`src/rtl/srg_pkg.sv`:
```
`timescale 1ns/1ps
package srg_pkg;

  typedef struct packed {
    logic       lock_en;
    logic [1:0] wdsel;
    logic [1:0] blk;
  } nv_t;

  localparam int SB_LOCK = 7;
  localparam int SB_FLAG = 6;
  localparam int SB_BLKH = 3;
  localparam int SB_BLKL = 2;
  localparam int SB_WEL  = 1;
  localparam int SB_BUSY = 0;

  function automatic logic [7:0] pack_status(input nv_t nv, input logic flag,
                                             input logic wel, input logic busy);
    logic [7:0] s;
    s          = 8'h00;
    s[SB_LOCK] = nv.lock_en;
    s[SB_FLAG] = flag;
    s[SB_BLKH] = nv.blk[1];
    s[SB_BLKL] = nv.blk[0];
    s[SB_WEL]  = wel;
    s[SB_BUSY] = busy;
    return s;
  endfunction

  function automatic nv_t unpack_wdata(input logic [7:0] d);
    nv_t n;
    n.lock_en = d[7];
    n.wdsel   = d[5:4];
    n.blk     = d[3:2];
    return n;
  endfunction

endpackage

```
`src/rtl/srg_range_chk.sv`:
```
`timescale 1ns/1ps
module srg_range_chk #(
  parameter int ADDR_W = 11
) (
  input  logic [1:0]        blk,
  input  logic [ADDR_W-1:0] addr,
  output logic              hit
);
  localparam int TOP = ADDR_W - 1;

  logic in_quarter;
  logic in_half;

  generate
    if (ADDR_W >= 2) begin : g_wide
      assign in_quarter = &addr[TOP -: 2];
      assign in_half    = addr[TOP];
    end else begin : g_narrow
      assign in_quarter = addr[TOP];
      assign in_half    = addr[TOP];
    end
  endgenerate

  always_comb begin
    unique case (blk)
      2'b00:   hit = 1'b0;
      2'b01:   hit = in_quarter;
      2'b10:   hit = in_half;
      default: hit = 1'b1;
    endcase
  end
endmodule

```
`src/rtl/srg_grant.sv`:
```
`timescale 1ns/1ps
module srg_grant (
  input  logic req_arr,
  input  logic req_sr,
  input  logic wel,
  input  logic busy,
  input  logic lock_en,
  input  logic lock_pin_n,
  input  logic range_hit,
  output logic grant_arr,
  output logic grant_sr
);
  logic ready;
  logic frozen;

  always_comb begin
    ready     = wel & ~busy;
    frozen    = lock_en & ~lock_pin_n;
    grant_arr = req_arr & ready & ~range_hit;
    grant_sr  = req_sr & ready & ~frozen;
  end
endmodule

```
`src/rtl/srg_regs.sv`:
```
`timescale 1ns/1ps
module srg_regs
  import srg_pkg::*;
#(
  parameter nv_t NV_INIT = '0
) (
  input  logic       clk,
  input  logic       rst_n,
  input  logic       wen_set,
  input  logic       wen_clr,
  input  logic       flag_set,
  input  logic       grant_arr,
  input  logic       grant_sr,
  input  logic [7:0] sr_wdata,
  input  logic       wr_done,
  output logic       wel,
  output logic       flag,
  output logic       busy,
  output nv_t        nv
);
  logic commit;
  logic wel_d, flag_d, busy_d, pend_sr_d;
  logic pend_sr;
  nv_t  pend, pend_d, nv_d;
  logic pend_en, nv_en;
  logic unused_bits;

  assign unused_bits = ^{sr_wdata[6], sr_wdata[1:0]};

  always_comb begin
    commit  = busy & wr_done;
    pend_en = grant_sr;
    nv_en   = commit & pend_sr;
    pend_d  = unpack_wdata(sr_wdata);
    nv_d    = pend;

    busy_d = busy;
    if (commit)                      busy_d = 1'b0;
    else if (grant_arr || grant_sr)  busy_d = 1'b1;

    wel_d = wel;
    if (commit)       wel_d = 1'b0;
    else if (wen_clr) wel_d = 1'b0;
    else if (wen_set) wel_d = 1'b1;

    flag_d = flag;
    if (wen_clr)       flag_d = 1'b0;
    else if (flag_set) flag_d = 1'b1;

    pend_sr_d = pend_sr;
    if (grant_sr)       pend_sr_d = 1'b1;
    else if (grant_arr) pend_sr_d = 1'b0;
  end

  always_ff @(posedge clk or negedge rst_n) begin
    if (!rst_n) begin
      busy    <= 1'b0;
      wel     <= 1'b0;
      flag    <= 1'b0;
      pend_sr <= 1'b0;
    end else begin
      busy    <= busy_d;
      wel     <= wel_d;
      flag    <= flag_d;
      pend_sr <= pend_sr_d;
    end
  end

  always_ff @(posedge clk or negedge rst_n) begin
    if (!rst_n)       pend <= '0;
    else if (pend_en) pend <= pend_d;
  end

  always_ff @(posedge clk or negedge rst_n) begin
    if (!rst_n)     nv <= NV_INIT;
    else if (nv_en) nv <= nv_d;
  end
endmodule

```
`src/rtl/sr_guard.sv`:
```
`timescale 1ns/1ps
module sr_guard
  import srg_pkg::*;
#(
  parameter int  ADDR_W  = 11,
  parameter nv_t NV_INIT = '0
) (
  input  logic              clk,
  input  logic              rst_n,
  input  logic              op_wr_en_set,
  input  logic              op_wr_en_clr,
  input  logic              op_flag_set,
  input  logic              op_sr_write,
  input  logic              op_arr_write,
  input  logic [ADDR_W-1:0] wr_addr,
  input  logic [7:0]        sr_wdata,
  input  logic              lock_pin_n,
  input  logic              wr_done,
  output logic [7:0]        status_q,
  output logic [1:0]        wd_sel,
  output logic              array_grant,
  output logic              status_grant
);
  logic [1:0] rst_pipe;
  logic       rst_sync_n;
  logic       wel, flag, busy, range_hit;
  nv_t        nv;

  always_ff @(posedge clk or negedge rst_n) begin
    if (!rst_n) rst_pipe <= 2'b00;
    else        rst_pipe <= {rst_pipe[0], 1'b1};
  end
  assign rst_sync_n = rst_pipe[1];

  srg_range_chk #(.ADDR_W(ADDR_W)) i_range (
    .blk  (nv.blk),
    .addr (wr_addr),
    .hit  (range_hit)
  );

  srg_grant i_grant (
    .req_arr    (op_arr_write),
    .req_sr     (op_sr_write),
    .wel        (wel),
    .busy       (busy),
    .lock_en    (nv.lock_en),
    .lock_pin_n (lock_pin_n),
    .range_hit  (range_hit),
    .grant_arr  (array_grant),
    .grant_sr   (status_grant)
  );

  srg_regs #(.NV_INIT(NV_INIT)) i_regs (
    .clk       (clk),
    .rst_n     (rst_sync_n),
    .wen_set   (op_wr_en_set),
    .wen_clr   (op_wr_en_clr),
    .flag_set  (op_flag_set),
    .grant_arr (array_grant),
    .grant_sr  (status_grant),
    .sr_wdata  (sr_wdata),
    .wr_done   (wr_done),
    .wel       (wel),
    .flag      (flag),
    .busy      (busy),
    .nv        (nv)
  );

  assign status_q = pack_status(nv, flag, wel, busy);
  assign wd_sel   = nv.wdsel;
endmodule

```
`config.mk`:
```
export PLATFORM = sky130hd
export DESIGN_NAME = sr_guard
export DESIGN_NICKNAME = d
export VERILOG_FILES = /design/src/rtl/srg_pkg.sv /design/src/rtl/srg_range_chk.sv /design/src/rtl/srg_grant.sv /design/src/rtl/srg_regs.sv /design/src/rtl/sr_guard.sv
export SDC_FILE = /design/constraint.sdc
export NUM_CORES = 1
export LEC_CHECK = 0
export ABC_CLOCK_PERIOD_IN_PS = 1120
export BUFFER_PORTS_ARGS = -buffer_cell sky130_fd_sc_hd__buf_2
export CAP_MARGIN = 15
export CORE_MARGIN = 2
export CORE_UTILIZATION = 37
export CTS_BUF_LIST = sky130_fd_sc_hd__clkbuf_16
export CTS_CLUSTER_SIZE = 30
export DETAILED_ROUTE_END_ITERATION = 6
export PLACE_DENSITY = 0.72
export REMOVE_ABC_BUFFERS = 1
export SLEW_MARGIN = 20
export SYNTH_ARGS = -nofsm -noshare
export SYNTH_HDL_FRONTEND = slang
export SYNTH_SLANG_ARGS = --single-unit
export TNS_END_PERCENT = 100
```
`constraint.sdc`:
```
create_clock -name clk -period 1.12 [get_ports clk]
set_clock_uncertainty 0.2 [all_clocks]
set_input_delay 0.112 -clock clk [delete_from_list [all_inputs] [get_ports clk]]
set_output_delay 0.112 -clock clk [all_outputs]
set_load 0.1 [all_outputs]
```
Yosys cells after proc, flatten, opt, wreduce, memory -nomap -nowiden --
Index checks and enable logic that the tools add are counted.
Cells by class: shift operators 0, reduce and logical (&&, ||, !) cells 7, bitwise logic cells 12, muxes and demuxes 10, divide/modulo/power cells 0, $lt $le $gt $ge 0, $add $sub $neg 0, equality and inequality tests 2, $mul 0
Operators by type and width (count):
- 2-to-1 mux 1 bit | 9
- bitwise AND 1 bit | 8
- nonzero test 2 bit | 3
- NOT 1 bit | 4
- case mux 1 bit (3 select lines) | 1
- nonzero test 3 bit | 1
- equality test 2 x 1 -> 1 bit (second input constant) | 1
- equality test 2 bit (second input constant) | 1
- logical NOT 2 bit | 1
- AND reduction 2 bit | 1
- logical OR 1 bit | 1
Storage, ports and cells: memories kept 0, output and inout bits 12, bits in latches 0, bits in writable memories 0, memory bits (read-only) 0, bits of input ports 28, logic and storage cells 42, register bits 16

Depth between registers and ports, before layout --
word-level depth 7, depth in mapped cells 4, mapped depth without buffers 4

Hierarchy --
From an unflattened synthesis, not the netlist that was laid out.
Second synthesis, totals: cell total of the unflattened synthesis 50, area, all modules 685.7 µm²
By module, submodules not included:
- srg_regs | seq. area each 350.3 µm², cells an instance 34, area each 544.3 µm², times used 1
- sr_guard | seq. area each 50.0 µm², cells an instance 9, area each 95.1 µm², times used 1
- srg_grant | seq. area each 0.0 µm², cells an instance 4, area each 32.5 µm², times used 1
- srg_range_chk | seq. area each 0.0 µm², cells an instance 3, area each 13.8 µm², times used 1

Worst setup path before layout --
No wires, ideal clock.
path kind reg2out, start register i_regs.nv[0] (netlist name), end output array_grant, stages on the path, launching flop included 4, arrival time 1779 ps, path slack -971 ps, buffers on the path 0, data required time 808 ps, cells stage by stage dfrtp_1 > o21ai_0 > nand4_1 > inv_1
On the way: longest elaborated chain between the ends 4, elaborated cells between the ends (all ways) 6, classes of those cells eq/ne: 2; mux: 1; bitwise: 2; reduce/logical: 1
Ends and longest elaborated chain:
- equality test 2 bit (tied with other cells) | line srg_range_chk.sv:25 | unique case (blk)
- case mux 1 bit (3 select lines) * | line srg_range_chk.sv:25
- NOT 1 bit * | line srg_grant.sv:19 | grant_arr = req_arr & ready & ~range_hit;
- bitwise AND 1 bit * | line srg_grant.sv:19
- to (decl) | line sr_guard.sv:21 | output logic array_grant,
Every way passes the cells marked *; elsewhere a longest branch is shown, timed or not.

Worst setup path in the final report --
start register i_regs.busy, end output status_grant
On the way: longest elaborated chain between the ends 4
Ends and longest elaborated chain:
- from (decl) | line srg_regs.sv:18 | output logic busy,
- from (signal assigned) | line srg_regs.sv:62 | busy <= busy_d;
- NOT 1 bit | line srg_grant.sv:17 | ready = wel & ~busy;
- bitwise AND 1 bit | line srg_grant.sv:17
- bitwise AND 1 bit (2 in series) | line srg_grant.sv:20 | grant_sr = req_sr & ready & ~frozen;
- to (decl) | line sr_guard.sv:22 | output logic status_grant
No other way between the ends.

==> results by group <==
Run status
  – Status: complete, but fails checks
  – Failing checks: hold timing, setup timing

STA
  – Final cycle utilization of the critical path: 138.3%
  – Fin. Hold Viols: 2
  – Minimum clock period: 1.549 ns
  – Peak Freq: 645.7 MHz
  – Setup slack after layout: -0.4288 ns
  – Final Setup Violations: 23
  – Hold WS: -0.01921 ns
  – Final max-slew violation count: 0
  – RSZ-0062 raised after global routing: yes

Synthesis
  – Top cell type's share of synthesized area: 58.39%
  – Most frequent cells after synthesis: 16 x dfrtp_1, 6 x buf_4, 5 x mux2_2, 5 x mux2_4, 3 x nor2_1
  – Syn Area/Cell: 13.71 um2
  – #FFs+latches synth: 16
  – Synthesis Warnings: 0
  – Area contributors post-synth: dfrtp_1 58%, mux2_4 11%, mux2_2 8.2%, buf_4 6.6%, nand3_2 2.9%
  – Main synth FF type: dfrtp_1
  – Yosys top cell by area: dfrtp_1
  – Synth unique cells: 17
  – Number of synthesized flops with an enable pin: 0
  – Mapped cell area: 685.7 um2
  – Mapped Cells: 50
  – Most common cell in the synthesized netlist: dfrtp_1
  – Sequential area share after synthesis: 58.39%
  – Async set-reset flop share out of synthesis: 100.0%

Min path
  – Worst hold path type: in -> async

Cells and area
  – Share of cells above drive strength 1: 61.62%
  – Final core occ: 76.45%
  – Fillers: 113
  – Syn-to-layout area delta: 92.52%
  – Number of nets in the layout: 128
  – Antenna cells: 0

Worst setup path
  – Critical path class: reg -> out
  – Setup crit start kind: flip-flop
  – Worst reg2reg endpoint: i_regs.nv_d[0]
  – Critical path cell sequence: nor2b_4, nand3_2, inv_4, buf_6, buf_12
  – R2R Path Start: i_regs.busy
  – CP endpoint kind: output port
  – Critical path's top delay family: flip-flops
  – Req. time, crit path: 0.81 ns
  – Critical Path Start: i_regs.busy
  – R2r worst-path depth: 5
  – Worst reg2reg setup slack: -0.36 ns
  – Crit path buffers/inverters: 3
  – CP max FO: 2
  – Arrival time at the worst endpoint: 1.24 ns
  – Crit-path max cell delay: 0.40 ns
  – CP max stage cell: dfrtp_1

Die
  – Die Height: 47.05 um
  – Core area: 0.001727 mm2
  – Initial Utilization: 39.71%
  – Number of cell rows: 15
  – Ports: 40
  – DIE AREA: 0.002213 mm2
  – Die Width: 47.05 um

Placement
  – DP HPWL: 991.3 um
  – Port Buffers: 25
  – GPL Wtd Cong: 0.7523
  – Pre-CTS setup slack: -0.2826 ns

Global route
  – Gr usage total: 19.01%
  – Largest net degree at the start of global routing: 15
  – First-pass GRT wire length: 2732 um
  – Initial antenna violation count: 0
  – Number of global-route vias before repair: 603
  – Total grt overflow: 0

CTS
  – Clock transition at path regs: 0.05 ns
  – Max Buffers Root-to-Sink: 2
  – Number of clock sinks: 16
  – CTS tree: yes
  – CTS root buf: clkbuf_16
  – H-tree depth: 1
  – CTS buffer count: 3
  – Worst-Skew Late Latency: 0.24 ns

Routing
  – Detailed-route vias per instance: 4.315
  – Antenna Violating Nets Remaining: 0
  – Via count: 535
  – Initial DRT Pass Iterations: 2
  – Drt drc: 0
  – Initial DRC count: 3
  – Final wirelength: 1848 um
  – WL/cell: 14.90 um

Power
  – Power Density: 3032 mW/mm2
  – Lkg Pwr: 0.6494 nW
  – Max VDD drop: 2.140 mV

Run
  – Max_cap viols: 0
## logic make-up (layout without fill, tap and decap cells)
kind of cell    after synthesis  count (layout)  synth area share, %
flops                        16              16                58.39
simple gates                 11              11                10.22
mux                          10              10                19.16
buf+inv                       8              56                8.029
compound gates                3               3                3.102
other cells                   2               3                1.095
## power breakdown
part / switching (mW) / internal (mW)
clock: 0.219 / 0.474
sequential: 0.198 / 0.805
combinational: 1.24 / 1.06
## final cells by class
type / count / area (um2) / area share, %
clock buffer: 3 / 75.07 / 5.687
clock inverter: 1 / 3.754 / 0.2844
inverter: 2 / 10.01 / 0.7583
multi-input combinational: 27 / 279.0 / 21.14
sequential: 16 / 400.4 / 30.33
tap: 25 / 31.28 / 2.370
timing repair buffer: 50 / 520.5 / 39.43
## per-stage QoR
stage | TNS (ns) | power, mW | area, um2 | instances
detailed placement | -3.219 | 2.980 | 1011 | 103
CTS | -4.963 | 3.927 | 1297 | 124
global placement | -2.892 | 2.950 | 1011 | 103
global route | -6.096 | 4.154 | 1320 | 124
finish | -5.318 | 4.002 | 1320 | 124
floorplan | -14.43 | 2.160 | 644.4 | 45
## cells in the final DEF, fill, tap and decap left out, types with 2 or more instances in the layout
| cell type | count |
|---|---|
| buf_4 | 6 |
| buf_12 | 10 |
| dlygate4sd3_1 | 11 |
| nor2_1 | 3 |
| buf_6 | 8 |
| buf_2 | 15 |
| conb_1 | 3 |
| mux2_4 | 10 |
| nand3_2 | 2 |
| dfrtp_1 | 16 |
| clkbuf_16 | 3 |
## per-layer routing
metal  share of wire, %  routed length (um)  vias to the layer above  GRT usage, %
met5                  0                   0                        -             0
met4               0.27                   5                        0         6.667
met3                4.4                  82                        2         3.846
met2                 57                1051                       17         35.62
met1                 38                 709                      260         21.13
li1                   -                   -                      256             -
## worst max-delay path by stage
stage          slack (ns)        endpoint  cells past startpoint
2_1_floorplan       -1.18     array_grant                      3
3_3_place_gp        -0.24  i_regs.nv_d[3]                      4
3_5_place_dp        -0.28  i_regs.nv_d[4]                      4
4_1_cts             -0.40    status_grant                      5
5_1_grt             -0.50     array_grant                      4
6_report            -0.43    status_grant                      5
## flip-flops by register name, summed over array words and instances (netlist names)
register and count:
i_regs.nv 5, i_regs.nv_d 5, rst_pipe 2, i_regs.busy 1, i_regs.flag 1, i_regs.pend_sr 1, i_regs.wel 1
## repair_timing
action | CTS | global route
setup buffers | 6 | 3
resized for setup | 14 | 7
pin swaps | 6 | 1
endpoints found under the setup margin | 21 | 38
hold endpoints to repair | 23 | 0
hold buffers | 12 | 0
Power figures use the tool's default switching activity.
